--- config.mk ---
export PLATFORM = sky130hd
export DESIGN_NAME = cpu_regbank
export DESIGN_NICKNAME = d
export VERILOG_FILES = /design/src/rtl/cpu_regbank_pkg.sv /design/src/rtl/cpu_regbank_rd8.sv /design/src/rtl/cpu_regbank_rfsh.sv /design/src/rtl/cpu_regbank.sv
export SDC_FILE = /design/constraint.sdc
export NUM_CORES = 1
export LEC_CHECK = 0
export BUFFER_PORTS_ARGS = -buffer_cell sky130_fd_sc_hd__buf_2
export CAP_MARGIN = 25
export CORE_MARGIN = 10
export CORE_UTILIZATION = 40
export CTS_CLUSTER_SIZE = 28
export DETAILED_ROUTE_END_ITERATION = 8
export PLACE_DENSITY_LB_ADDON = 0.08
export RECOVER_POWER = 50
export SYNTH_ARGS = -nofsm -noshare
export SYNTH_HDL_FRONTEND = slang
export SYNTH_SLANG_ARGS = --single-unit
--- constraint.sdc ---
create_clock -name clk -period 3.35 [get_ports clk]
set_input_delay 0.67 -clock clk [delete_from_list [all_inputs] [get_ports clk]]
set_output_delay 0.67 -clock clk [all_outputs]
set_load 0.01 [all_outputs]
--- src/rtl/cpu_regbank_pkg.sv ---
package cpu_regbank_pkg;
    localparam int BYTE_W  = 8;
    localparam int PAIR_W  = 2 * BYTE_W;
    localparam int CODE_W  = 3;
    localparam int PCODE_W = 2;
    localparam int MAP_W   = 2;
    localparam int NUM_GEN = 6;   // B C D E H L
    localparam int NUM_BANK = 2;

    localparam logic [CODE_W-1:0] CODE_MEM = 3'b110;
    localparam logic [CODE_W-1:0] CODE_ACC = 3'b111;

    typedef enum logic [MAP_W-1:0] {
        MAP_GEN   = 2'b00,
        MAP_STACK = 2'b01,
        MAP_INDEX = 2'b10,
        MAP_NONE  = 2'b11
    } pair_map_e;

    typedef logic [BYTE_W-1:0] byte_t;
    typedef logic [PAIR_W-1:0] pair_t;

    typedef struct packed {
        logic [NUM_BANK-1:0][NUM_GEN-1:0][BYTE_W-1:0] gen;
        logic [NUM_BANK-1:0][BYTE_W-1:0]              acc;
        logic [NUM_BANK-1:0][BYTE_W-1:0]              flg;
        pair_t                                        sp;
        pair_t                                        ix;
        pair_t                                        iy;
        byte_t                                        ivec;
        byte_t                                        rfsh;
        logic                                         sel_af;
        logic                                         sel_gen;
    } rf_state_t;
endpackage

--- src/rtl/cpu_regbank_rd8.sv ---
module cpu_regbank_rd8
    import cpu_regbank_pkg::*;
(
    input  logic [NUM_GEN-1:0][BYTE_W-1:0] bank,
    input  byte_t                          acc,
    input  logic [CODE_W-1:0]              sel,
    output byte_t                          data
);
    always_comb begin
        if (sel == CODE_ACC) begin
            data = acc;
        end else if (sel == CODE_MEM) begin
            data = '0;
        end else begin
            data = bank[sel];
        end
    end
endmodule

--- src/rtl/cpu_regbank_rfsh.sv ---
module cpu_regbank_rfsh
    import cpu_regbank_pkg::*;
(
    input  byte_t rfsh_q,
    input  logic  fetch,
    input  logic  load,
    input  byte_t load_val,
    output byte_t rfsh_d
);
    always_comb begin
        if (load) begin
            rfsh_d = load_val;
        end else if (fetch) begin
            rfsh_d = {rfsh_q[BYTE_W-1], rfsh_q[BYTE_W-2:0] + 1'b1};
        end else begin
            rfsh_d = rfsh_q;
        end
    end
endmodule

--- src/rtl/cpu_regbank.sv ---
module cpu_regbank
    import cpu_regbank_pkg::*;
(
    input  logic               clk,
    input  logic               rst_n,
    input  logic [CODE_W-1:0]  rd_a_sel,
    output logic [BYTE_W-1:0]  rd_a_data,
    input  logic [CODE_W-1:0]  rd_b_sel,
    output logic [BYTE_W-1:0]  rd_b_data,
    input  logic [MAP_W-1:0]   rd_pair_map,
    input  logic [PCODE_W-1:0] rd_pair_sel,
    output logic [PAIR_W-1:0]  rd_pair_data,
    input  logic               wr8_en,
    input  logic [CODE_W-1:0]  wr8_sel,
    input  logic [BYTE_W-1:0]  wr8_data,
    input  logic               wr16_en,
    input  logic [MAP_W-1:0]   wr16_map,
    input  logic [PCODE_W-1:0] wr16_sel,
    input  logic [PAIR_W-1:0]  wr16_data,
    input  logic               swap_af,
    input  logic               swap_gen,
    input  logic               xchg_dehl,
    input  logic               fetch_stb,
    input  logic               ld_ivec,
    input  logic               ld_rfsh,
    output logic [BYTE_W-1:0]  ivec_val,
    output logic [BYTE_W-1:0]  rfsh_val
);
    localparam int NUM_RD = 2;

    rf_state_t st_d, st_q;
    byte_t     rfsh_d;
    logic      bank_af_q, bank_gen_q;
    byte_t     acc_act;
    logic [NUM_GEN-1:0][BYTE_W-1:0] gen_act;

    assign bank_af_q  = st_q.sel_af;
    assign bank_gen_q = st_q.sel_gen;
    assign acc_act    = st_q.acc[bank_af_q];
    assign gen_act    = st_q.gen[bank_gen_q];
    assign ivec_val   = st_q.ivec;
    assign rfsh_val   = st_q.rfsh;

    // 8-bit read ports
    logic [NUM_RD-1:0][CODE_W-1:0] rd_sel_arr;
    byte_t                         rd_data_arr [NUM_RD];

    assign rd_sel_arr[0] = rd_a_sel;
    assign rd_sel_arr[1] = rd_b_sel;
    assign rd_a_data     = rd_data_arr[0];
    assign rd_b_data     = rd_data_arr[1];

    for (genvar p = 0; p < NUM_RD; p++) begin : g_rd
        cpu_regbank_rd8 rd_i (
            .bank (gen_act),
            .acc  (acc_act),
            .sel  (rd_sel_arr[p]),
            .data (rd_data_arr[p])
        );
    end

    // Pair read port
    always_comb begin
        rd_pair_data = '0;
        case (pair_map_e'(rd_pair_map))
            MAP_GEN, MAP_STACK: begin
                case (rd_pair_sel)
                    2'd0: rd_pair_data = {gen_act[0], gen_act[1]};
                    2'd1: rd_pair_data = {gen_act[2], gen_act[3]};
                    2'd2: rd_pair_data = {gen_act[4], gen_act[5]};
                    default: begin
                        if (pair_map_e'(rd_pair_map) == MAP_GEN) begin
                            rd_pair_data = st_q.sp;
                        end else begin
                            rd_pair_data = {acc_act, st_q.flg[bank_af_q]};
                        end
                    end
                endcase
            end
            MAP_INDEX: rd_pair_data = rd_pair_sel[0] ? st_q.iy : st_q.ix;
            default:   rd_pair_data = '0;
        endcase
    end

    // Refresh counter
    cpu_regbank_rfsh rfsh_i (
        .rfsh_q   (st_q.rfsh),
        .fetch    (fetch_stb),
        .load     (ld_rfsh),
        .load_val (acc_act),
        .rfsh_d   (rfsh_d)
    );

    // Next state: exchange first, then 16-bit write, then 8-bit write
    always_comb begin
        st_d = st_q;

        if (xchg_dehl) begin
            st_d.gen[bank_gen_q][2] = st_q.gen[bank_gen_q][4];
            st_d.gen[bank_gen_q][3] = st_q.gen[bank_gen_q][5];
            st_d.gen[bank_gen_q][4] = st_q.gen[bank_gen_q][2];
            st_d.gen[bank_gen_q][5] = st_q.gen[bank_gen_q][3];
        end

        if (wr16_en) begin
            case (pair_map_e'(wr16_map))
                MAP_GEN, MAP_STACK: begin
                    case (wr16_sel)
                        2'd0: {st_d.gen[bank_gen_q][0], st_d.gen[bank_gen_q][1]} = wr16_data;
                        2'd1: {st_d.gen[bank_gen_q][2], st_d.gen[bank_gen_q][3]} = wr16_data;
                        2'd2: {st_d.gen[bank_gen_q][4], st_d.gen[bank_gen_q][5]} = wr16_data;
                        default: begin
                            if (pair_map_e'(wr16_map) == MAP_GEN) begin
                                st_d.sp = wr16_data;
                            end else begin
                                {st_d.acc[bank_af_q], st_d.flg[bank_af_q]} = wr16_data;
                            end
                        end
                    endcase
                end
                MAP_INDEX: begin
                    if (wr16_sel[0]) begin
                        st_d.iy = wr16_data;
                    end else begin
                        st_d.ix = wr16_data;
                    end
                end
                default: ;
            endcase
        end

        if (wr8_en) begin
            if (wr8_sel == CODE_ACC) begin
                st_d.acc[bank_af_q] = wr8_data;
            end else if (wr8_sel != CODE_MEM) begin
                st_d.gen[bank_gen_q][wr8_sel] = wr8_data;
            end
        end

        if (ld_ivec) begin
            st_d.ivec = acc_act;
        end
        st_d.rfsh    = rfsh_d;
        st_d.sel_af  = st_q.sel_af ^ swap_af;
        st_d.sel_gen = st_q.sel_gen ^ swap_gen;
    end

    always_ff @(posedge clk or negedge rst_n) begin
        if (!rst_n) begin
            st_q.ivec    <= '0;
            st_q.rfsh    <= '0;
            st_q.sel_af  <= 1'b0;
            st_q.sel_gen <= 1'b0;
        end else begin
            st_q <= st_d;
        end
    end
endmodule

==> flow_metrics.env, run 1 <==
export IMPL_async_reset_ff_frac=0.0928
export IMPL_setup_violations=0
export IMPL_whs_endpoint="bank_gen_q$_DFF_PN0_"
export IMPL_postRouteAntennaNets=0
export IMPL_intPower_mw=5.67
export IMPL_grt_start_max_net_pins=85
export IMPL_layout_nets=1229
export IMPL_max_stage_delay_ns=0.68
export IMPL_synth_nets=1169
export IMPL_grt_pass1_vias=8872
export IMPL_rows=64
export IMPL_worst_slew_pin_slew_ns=1.08
export IMPL_synthTopCellsByArea="edfxtp_1, mux2i_1, mux4_2, mux2_2, dfrtp_1"
export IMPL_cp_top_family="flip-flops"
export IMPL_grt_usage=0.219
export IMPL_drive_gt1_frac=0.249
export IMPL_synth_top_cell_by_area="edfxtp_1"
export IMPL_ys_flop_type="edfxtp_1"
export IMPL_yosysSeqAreaShare=0.455
export IMPL_dr_pass1_iters=5
export IMPL_min_path_cells=2
export IMPL_dp_cells=1552
export IMPL_r2r_slack_ns=0.72
export IMPL_clock_latency_ns=0.46
export IMPL_fp_dieW_um=198
export IMPL_seq_area_sq_mm=0.00574
export IMPL_crit_arrival_ns=2.54
export IMPL_syn_cell_area_sq_mm=0.0126
export IMPL_numPortBuffers=98
export IMPL_p_per_area_mw_per_mm2=656
export IMPL_synth_top_cells_by_count="edfxtp_1, mux2i_1, nand2_1, nor2_1, o21ai_0"
export IMPL_synth_edf_count=176
export IMPL_initial_core_util=0.409
export IMPL_startpoint_type="register"
export IMPL_reg2reg_depth=4
export IMPL_crit_slowest_cell="dfrtp_4"
export IMPL_grtUsageMet3=0.0354
export IMPL_dieArea_sq_mm=0.0390
export IMPL_total_power_mw=9.12
export IMPL_crit_type="reg -> out"
export IMPL_skew_ns=0.00855
export IMPL_wire_per_inst_um=27.3
export IMPL_crit_required_ns=2.68
export IMPL_drt_iter0_drc=970
export IMPL_synthXorXnorAreaFrac=0.00556
export IMPL_grt_pass1_wl_mm=63.2
export IMPL_crit_chain="buf_12, mux4_2, a22oi_1, o211ai_1, buf_2"
export IMPL_seqPwrFrac=0.392
export IMPL_clock_sink_count=194
export IMPL_netSwitchingFraction=0.379
export IMPL_drc=0
export IMPL_fmax_mhz=311
export IMPL_antenna_found_initial=0
export IMPL_via_per_inst=6.03
export IMPL_cts_root_buf="clkbuf_16"
export IMPL_grt_setup_unrepaired="no"
export IMPL_muxShareOfSynthArea=0.228
export IMPL_synth_cell_types=64
export IMPL_critPathMaxFanout=35
export IMPL_vias=9574
export IMPL_cts_hold_buf=0
export IMPL_path_buf_inv=2
export IMPL_dp_hpwl_mm=30.6
export IMPL_clockBufferDepth=2
export IMPL_critPathCaptureType="primary output"
export IMPL_hold_violations=0
export IMPL_power_frac_clock=0.219
export IMPL_met1_usage=0.333
export IMPL_areaGrowthSynthToFinish_pct=10.4
export IMPL_peakVddDrop_uv=432
export IMPL_maxSlewHeadroom=0.282
export IMPL_synth_warnings=0
export IMPL_fin_crit_sh=0.959
export IMPL_grt_overflow_total=0
export IMPL_die_h_um=198
export IMPL_worstReg2RegStart="bank_af_q$_DFF_PN0_"
export IMPL_leakagePower_nw=5.13
export IMPL_place_congestion=0.893
export IMPL_cts_tree="built"
export IMPL_comb_power_share=0.389
export IMPL_power_switching_mw=3.46
export IMPL_synth_top_cell_area_share=0.419
export IMPL_nFillCells=2922
export IMPL_grt_util_met2=0.313
export IMPL_min_path_type="in -> reg"
export IMPL_clk_pin_slew_ns=0.08
export IMPL_status="finished, final reports clean"
export IMPL_io_pins=99
export IMPL_synth_top_family_by_area="multiplexers"
export IMPL_syn_avg_cell_area_sq_um=11.3
export IMPL_multi_input_area_sq_mm=0.00618
export IMPL_synth_adder_area_share=0.000993
export IMPL_drv_slew=0
export IMPL_synth_seq_cells=194
export IMPL_finalSetupTns_ns=0
export IMPL_period_minus_slack_ns=3.21
export IMPL_core_sq_mm=0.0308
export IMPL_cts_buffers=17
export IMPL_h_tree_depth=4
export IMPL_synthSimpleGateAreaFrac=0.124
export IMPL_maxCapViolations=0
export IMPL_synth_compound_area_frac=0.131
export IMPL_wirelength_mm=43.3
export IMPL_busiest_layer="met1"
export IMPL_synthCells=1117
export IMPL_synth_most_common_cell="edfxtp_1"
export IMPL_final_cells=1587
export IMPL_worstHoldStart="swap_gen"
final cells by class:
| type | instances | share of cell area |
|---|---|---|
| inverter | 7 | 0.00189 |
| tap | 396 | 0.0356 |
| antenna | 1 | 0.000180 |
| clock inverter | 15 | 0.00891 |
| sequential | 194 | 0.413 |
| clock buffer | 17 | 0.0306 |
| timing repair buffer | 152 | 0.0657 |
| multi-input combinational | 805 | 0.445 |
how the worst max path moves through the flow:
stage                               startpoint          endpoint  slack (ns)  cells after the start
after floorplan                 rd_pair_sel[0]  rd_pair_data[12]        0.87                      7
after global placement    bank_gen_q$_DFF_PN0_      rd_b_data[7]        0.48                      6
after global routing       bank_af_q$_DFF_PN0_      rd_a_data[6]        0.07                      6
after CTS                 bank_gen_q$_DFF_PN0_  rd_pair_data[14]        0.03                      5
final                     bank_gen_q$_DFF_PN0_  rd_pair_data[14]        0.14                      5
after detailed placement  bank_gen_q$_DFF_PN0_      rd_b_data[7]        0.45                      6
layout by cell type, fill, tap and decap left out, types with 6 or more instances in the layout:
| cell | instances |
|---|---|
| mux2_2 | 55 |
| nand3_1 | 7 |
| o311ai_0 | 16 |
| buf_4 | 47 |
| o221ai_1 | 6 |
| nor2_1 | 77 |
| inv_6 | 6 |
| mux2i_1 | 133 |
| and2_1 | 8 |
| inv_1 | 7 |
| a211oi_1 | 7 |
| nor3_1 | 11 |
| o22ai_1 | 16 |
| nand4_1 | 8 |
| o311a_1 | 6 |
| nand3b_1 | 15 |
| o21ai_0 | 68 |
| a22oi_1 | 11 |
| clkbuf_16 | 17 |
| buf_2 | 81 |
| a21oi_2 | 6 |
| nand2_1 | 108 |
| clkbuf_1 | 18 |
| dfrtp_1 | 17 |
| o21ai_1 | 23 |
| mux4_2 | 40 |
| a21oi_1 | 63 |
| edfxtp_1 | 176 |
| or3_1 | 26 |
| o211ai_1 | 22 |
power by group through the flow:
stage / Sequential (mW) / Combinational [mW] / Clock, mW
after floorplan: 3.34 / 2.46 / 0
after global placement: 3.62 / 3.43 / 0
after detailed placement: 3.63 / 3.43 / 0
after CTS: 3.58 / 3.46 / 2.03
after global routing: 3.62 / 3.79 / 2.13
final: 3.57 / 3.55 / 2.00
registers in the layout (all words and copies together) (netlist names), named ones only:
signal / flops
bank_af_q: 1
bank_gen_q: 1
ivec_val: 8
rfsh_val: 8
st_q: 160
stage by stage:
stage	hold slack (ns)	cell area [sq um]	setup slack [ns]	utilization
2_1_floorplan	0.374	12600	0.874	-
3_3_place_gp	0.500	13400	0.483	0.434
3_5_place_dp	0.506	13400	0.453	0.434
4_1_cts	0.0274	13900	0.0319	0.452
5_1_grt	0.395	13900	0.0710	0.451
6_report	0.375	13900	0.137	0.451
metal layers:
layer	vias to the layer above	routed length (um)	part of all wire
li1	4401	-	-
met1	4773	21000	0.48
met2	358	18500	0.43
met3	42	3110	0.072
met4	0	750	0.017
met5	-	0	0
kinds of logic (layout without fill, tap and decap cells):
family | after synthesis | after routing
simple gates | 301 | 301
compound gates | 265 | 265
mux | 230 | 230
flops | 194 | 194
buf+inv | 118 | 191
xor+xnor | 8 | 8
fa+ha+maj | 1 | 1
other cells | 0 | 1
what timing repair did:
item / in CTS / in global routing
buffers inserted: 0 / 1
gates resized for setup: 1 / 1
setup endpoints to repair: 2 / 5
Note: power is estimated with default switching activity, not from simulation.
==> inputs of run 2 (changes only) <==
--- a/config.mk
+++ b/config.mk
@@ -15,4 +15,5 @@
 export RECOVER_POWER = 50
 export SYNTH_ARGS = -nofsm -noshare
 export SYNTH_HDL_FRONTEND = slang
+export SYNTH_HIERARCHICAL = 1
 export SYNTH_SLANG_ARGS = --single-unit
==> run 2 against run 1 <==
  * The flow now finishes with violations (capacitance limit, slew limit)
  * First-iteration DRC count fell by 11%
  * Die area barely moved
  * Setup slack improved by 0.019 ns
  * Non-clock buffer count rose by 5
  * Count of clock-buffer cells in the layout rose by 7
  * Largest cell class unchanged
==> flow_metrics.env, run 2 <==
export IMPL_drv_slew=95
export IMPL_grtUsageMet3=0.0443
export IMPL_crit_top_cell="buf_4"
export IMPL_startpoint_type="register"
export IMPL_reg2reg_depth=8
export IMPL_synth_cell_types=60
export IMPL_grt_overflow_total=0
export IMPL_via_per_inst=5.75
export IMPL_clockBufferDepth=2
export IMPL_antenna_found_initial=1
export IMPL_min_path_type="in -> async"
export IMPL_rows=64
export IMPL_period_minus_slack_ns=3.19
export IMPL_crit_type="reg -> out"
export IMPL_final_common_cell="edfxtp_1"
export IMPL_die_h_um=197
export IMPL_synthCells=1129
export IMPL_synth_top_family_by_area="multiplexers"
export IMPL_largest_register="st_q"
export IMPL_dieArea_sq_mm=0.0390
export IMPL_grt_usage=0.215
export IMPL_crit_arrival_ns=2.52
export IMPL_synthXorXnorAreaFrac=0.00417
export IMPL_h_tree_depth=4
export IMPL_met1_usage=0.302
export IMPL_drt_iter0_drc=866
export IMPL_power_switching_mw=3.24
export IMPL_finalSetupTns_ns=0
export IMPL_syn_cell_area_sq_mm=0.0126
export IMPL_setup_violations=0
export IMPL_drc=0
export IMPL_netSwitchingFraction=0.356
export IMPL_status="complete, but fails checks"
export IMPL_total_power_mw=9.10
export IMPL_hold_violations=0
export IMPL_cts_buffers=17
export IMPL_place_congestion=0.894
export IMPL_clock_latency_ns=0.45
export IMPL_layout_nets=1249
export IMPL_synth_warnings=6
export IMPL_synth_top_cells_by_count="edfxtp_1, mux2i_1, nand2_1, mux2_2, o21ai_0"
export IMPL_wirelength_mm=42.4
export IMPL_comb_power_share=0.396
export IMPL_synthSimpleGateAreaFrac=0.104
export IMPL_finalWorstSetupSlack_ns=0.156
export IMPL_initial_core_util=0.409
export IMPL_critPathCaptureType="primary output"
export IMPL_areaGrowthSynthToFinish_pct=10.9
export IMPL_dp_hpwl_mm=30.7
export IMPL_drive_gt1_frac=0.272
export IMPL_syn_avg_cell_area_sq_um=11.2
export IMPL_synth_top_cell_by_area="edfxtp_1"
export IMPL_power_frac_clock=0.223
export IMPL_final_cell_mix="edfxtp_1, mux2i_1, nand2_1"
export IMPL_synth_top_cell_area_share=0.420
export IMPL_critPathMaxFanout=10
export IMPL_synth_nets=1181
export IMPL_violations="capacitance limit, slew limit"
export IMPL_core_sq_mm=0.0308
export IMPL_crit_chain="buf_4, buf_4, mux2i_1, a211o_1, o211ai_1, a221o_1, buf_2"
export IMPL_grt_pass1_vias=8896
export IMPL_grt_pass1_wl_mm=61.9
export IMPL_cts_hold_buf=0
export IMPL_dp_slack_ns=0.362
export IMPL_muxShareOfSynthArea=0.270
export IMPL_synth_seq_cells=194
export IMPL_vias=9236
export IMPL_synthTopCellsByArea="edfxtp_1, mux2i_1, mux2_2, nand2_1, dfrtp_1"
export IMPL_diodes=0
export IMPL_numPortBuffers=98
export IMPL_crit_slowest_cell="dfrtp_1"
export IMPL_fin_crit_sh=0.954
export IMPL_clock_sink_count=194
export IMPL_leakagePower_nw=5.28
export IMPL_postRouteAntennaNets=0
export IMPL_dr_pass1_iters=8
export IMPL_cts_root_buf="clkbuf_16"
export IMPL_peakVddDrop_uv=425
export IMPL_fp_dieW_um=197
export IMPL_maxCapViolations=1
export IMPL_wire_per_inst_um=26.4
export IMPL_max_stage_delay_ns=0.65
export IMPL_grt_util_met2=0.334
export IMPL_seqPwrFrac=0.380
export IMPL_synth_compound_area_frac=0.107
export IMPL_synth_adder_area_share=0.000993
export IMPL_yosysSeqAreaShare=0.455
export IMPL_largest_register_ffs=160
export IMPL_worst_slew_pin_slew_ns=2.33
export IMPL_busiest_layer="met2"
export IMPL_skew_ns=0.0144
export IMPL_maxSlewHeadroom=-0.556
export IMPL_synth_most_common_cell="edfxtp_1"
export IMPL_grt_start_max_net_pins=95
export IMPL_crit_required_ns=2.68
export IMPL_clk_pin_slew_ns=0.07
export IMPL_io_pins=99
export IMPL_fmax_mhz=313
export IMPL_synth_edf_count=176
export IMPL_grt_setup_unrepaired="no"
export IMPL_async_reset_ff_frac=0.0928
export IMPL_intPower_mw=5.86
export IMPL_ys_flop_type="edfxtp_1"
export IMPL_cts_tree="built"
export IMPL_p_per_area_mw_per_mm2=651
[run 2: cell types whose count changed in the layout (fill, tap and decap cells not counted), moves of 12 or more]
| cell | before | now |
|---|---|---|
| a21oi_1 | 63 | 49 |
| mux2i_1 | 133 | 145 |
| mux2_2 | 55 | 115 |
| mux4_2 | 40 | 15 |
| o21ai_0 | 68 | 88 |
| mux2_1 | 0 | 14 |
| or3_1 | 26 | 9 |
| o311ai_0 | 16 | 0 |
| nand2_1 | 108 | 132 |
[run 2: through the flow]
step           utilization  hold slack (ns)  instance area, sq um  instances
6_report             0.453            0.161                 14000       1606
5_1_grt              0.453            0.159                 14000       1606
4_1_cts              0.453            0.155                 14000       1601
3_5_place_dp         0.434            0.505                 13400       1568
3_3_place_gp         0.434            0.489                 13400       1568
2_1_floorplan            -            0.374                 12600       1129
[run 2: timing repair]
item / in CTS / in global routing
gates resized for setup: 1 / 2
setup buffers: 1 / 5
setup endpoints to repair: 19 / 14
[run 2: critical path: cells and delay by family (launching register included)]
family	cells	cell delay, ns
AO/OA/AOI/OAI	3	0.58
flip-flops	1	0.65
multiplexers	1	0.21
buffers and inverters	3	0.64
[run 2: cells by family after synthesis]
| kind of cell | Yosys count |
|---|---|
| muxes | 300 |
| and+or+nand+nor | 277 |
| AOI/OAI and AO/OA | 227 |
| DFF | 194 |
| buffers and inverters | 124 |
| xor gates and xnor gates | 6 |
| adders and majority gates | 1 |
[run 2: final timing paths]
path	from	end	slack, ns
setup / recovery	bank_af_q$_DFF_PN0_	rd_pair_data[7]	0.16
hold / removal	rst_n	bank_af_q$_DFF_PN0_	0.16
setup reg to reg	bank_gen_q$_DFF_PN0_	st_q[140]$_DFFE_PP_	0.55
hold reg to reg	rfsh_val[7]$_DFF_PN0_	rfsh_val[7]$_DFF_PN0_	0.51
max in group asynchronous	rst_n	bank_gen_q$_DFF_PN0_	0.33
min in group clk	swap_af	bank_af_q$_DFF_PN0_	0.40
[run 2: area by class of cell]
type | count | area, sq um
clock buffers | 24 | 504
clock inverters | 8 | 65.1
fillers | 2963 | 16900
inverters | 16 | 60.1
multi-input cells | 811 | 6160
flip-flops and latches | 194 | 5740
well taps | 396 | 495
repair buffers | 157 | 946
[run 2: power by group through the flow]
| stage | registers, mW | logic (mW) | clock network, mW |
|---|---|---|---|
| 6_report | 3.46 | 3.61 | 2.03 |
| 5_1_grt | 3.49 | 3.89 | 2.16 |
| 4_1_cts | 3.47 | 3.52 | 2.06 |
| 3_5_place_dp | 3.56 | 3.41 | 0 |
| 3_3_place_gp | 3.56 | 3.37 | 0 |
| 2_1_floorplan | 3.30 | 2.52 | 0 |
[run 2: layer usage]
| metal | wire (um) | part of all wire |
|---|---|---|
| met1 | 19700 | 0.46 |
| met2 | 19100 | 0.45 |
| met3 | 2950 | 0.070 |
| met4 | 652 | 0.015 |
| met5 | 0 | 0 |
==> inputs of run 3 (changes only) <==
--- a/config.mk
+++ b/config.mk
@@ -13,6 +13,7 @@
 export DETAILED_ROUTE_END_ITERATION = 8
 export PLACE_DENSITY_LB_ADDON = 0.08
 export RECOVER_POWER = 50
+export REMOVE_ABC_BUFFERS = 1
 export SYNTH_ARGS = -nofsm -noshare
 export SYNTH_HDL_FRONTEND = slang
 export SYNTH_HIERARCHICAL = 1
==> run 3 against run 2 <==
  * Power shrank 0.66%
  * Combinational power shrank 2%
  * Count of clock-buffer cells in the layout shrank 6
  * Critical path type unchanged
  * The flow still finishes with violations (capacitance limit, slew limit)
  * Highest routed layer is now met5
  * Die area is the same
  * Clock skew shrank 0.0067 ns
  * Sequential power is essentially flat
  * Fmax shrank 3.3%
  * Final cell count shrank 0.81%
  * Clock power grew 2%
  * Global-route usage shrank 0.23 points
  * Setup slack lost 0.11 ns
==> flow_metrics.env, run 3 (synthesis gave the netlist of run 2 again) <==
export IMPL_min_path_type="in -> async"
export IMPL_crit_chain="buf_12, mux2_2, mux2_4, o22ai_1, a221oi_1, buf_2"
export IMPL_place_congestion=0.902
export IMPL_reg2reg_depth=5
export IMPL_antenna_found_initial=3
export IMPL_grt_pass1_vias=8951
export IMPL_hold_violations=0
export IMPL_crit_arrival_ns=2.63
export IMPL_cts_buffers=17
export IMPL_rows=64
export IMPL_maxCapViolations=2
export IMPL_leakagePower_nw=5.23
export IMPL_grt_pass1_wl_mm=60.9
export IMPL_total_power_mw=9.04
export IMPL_dp_hpwl_mm=29.9
export IMPL_areaGrowthSynthToFinish_pct=10.2
export IMPL_fmax_mhz=303
export IMPL_die_h_um=197
export IMPL_dieArea_sq_mm=0.0390
export IMPL_maxSlewHeadroom=-0.243
export IMPL_startpoint_type="register"
export IMPL_initial_core_util=0.409
export IMPL_crit_slowest_cell="dfrtp_4"
export IMPL_via_per_inst=5.74
export IMPL_critPathCaptureType="primary output"
export IMPL_p_per_area_mw_per_mm2=652
export IMPL_largest_register_ffs=160
export IMPL_grt_setup_unrepaired="no"
export IMPL_drv_slew=93
export IMPL_clk_pin_slew_ns=0.07
export IMPL_numPortBuffers=98
export IMPL_wire_per_inst_um=26.2
export IMPL_layout_nets=1236
export IMPL_crit_type="reg -> out"
export IMPL_path_buf_inv=2
export IMPL_grt_usage=0.213
export IMPL_period_minus_slack_ns=3.30
export IMPL_drive_gt1_frac=0.266
export IMPL_fp_dieW_um=197
export IMPL_crit_required_ns=2.68
export IMPL_setup_violations=0
export IMPL_cts_tree="built"
export IMPL_cp_top_family="flip-flops"
export IMPL_final_cell_mix="edfxtp_1, mux2i_1, nand2_1"
export IMPL_diodes=0
export IMPL_io_pins=99
export IMPL_core_sq_mm=0.0308
export IMPL_cp_num_cells=6
export IMPL_worst_slew_pin_slew_ns=1.86
export IMPL_peakVddDrop_uv=395
export IMPL_postRouteAntennaNets=0
export IMPL_vias=9138
export IMPL_cts_root_buf="clkbuf_16"
export IMPL_clock_sink_count=194
export IMPL_wirelength_mm=41.7
export IMPL_critPathMaxFanout=29
export IMPL_clockBufferDepth=2
export IMPL_skew_ns=0.00770
export IMPL_drc=0
export IMPL_max_stage_delay_ns=0.60
export IMPL_fin_crit_sh=0.986
export IMPL_drt_iter0_drc=842
export IMPL_cts_hold_buf=0
export IMPL_grt_start_max_net_pins=64
export IMPL_grt_overflow_total=0
export IMPL_clock_latency_ns=0.45
export IMPL_final_common_cell="edfxtp_1"
export IMPL_dr_pass1_iters=6
export IMPL_final_util=0.450
export IMPL_h_tree_depth=4
export IMPL_violations="capacitance limit, slew limit"
export IMPL_largest_register="st_q"
export IMPL_status="complete, but fails checks"
## run 3: area by class of cell
class                   count  area [sq um]
well taps                 396           495
fillers                  2887         17000
clock buffers              18           439
multi-input cells         811          6150
repair buffers            144           856
inverters                  16          60.1
clock inverters            14           135
flip-flops and latches    194          5740
## run 3: worst paths after layout
path,endpoint,slack [ns],from
min in group clk,bank_af_q$_DFF_PN0_,0.39,swap_af
setup / recovery,rd_b_data[2],0.05,bank_gen_q$_DFF_PN0_
hold reg to reg,rfsh_val[7]$_DFF_PN0_,0.51,rfsh_val[7]$_DFF_PN0_
hold / removal,bank_af_q$_DFF_PN0_,0.16,rst_n
setup reg to reg,st_q[115]$_DFFE_PP_,0.74,bank_gen_q$_DFF_PN0_
max in group asynchronous,ivec_val[2]$_DFFE_PN0P_,1.18,rst_n
## run 3: power by group
part           internal, mW  leakage [nW]  switching, mW  total, mW
logic                  1.63          3.07           1.90       3.53
clock network          1.12         0.285          0.964       2.08
registers              3.10          1.88          0.328       3.43
## run 3: metal layers
metal | vias to the layer above | global-route usage | share of wire
li1 | 4310 | - | -
met1 | 4514 | 0.293 | 0.47
met2 | 280 | 0.341 | 0.47
met3 | 32 | 0.0390 | 0.056
met4 | 2 | 0.0461 | 0.012
met5 | - | 0 | 0.00031
## run 3: stage by stage
| step | area [sq um] | TNS [ns] | worst slack, ns | hold WS [ns] | instances |
|---|---|---|---|---|---|
| CTS | 13900 | 0 | 0.0303 | 0.172 | 1593 |
| detailed placement | 13300 | 0 | 0.467 | 0.502 | 1560 |
| global route | 13900 | 0 | 0.0172 | 0.170 | 1593 |
| finish | 13900 | 0 | 0.0473 | 0.162 | 1593 |
| floorplan | 11900 | -76.48 | -1.31 | 0.374 | 1021 |
| global placement | 13300 | 0 | 0.473 | 0.495 | 1559 |
## run 3: what timing repair did
item                       CTS  global route
resized for setup            0             2
buffers inserted             1             0
setup endpoints to repair    1             9
gates cloned                 0             0
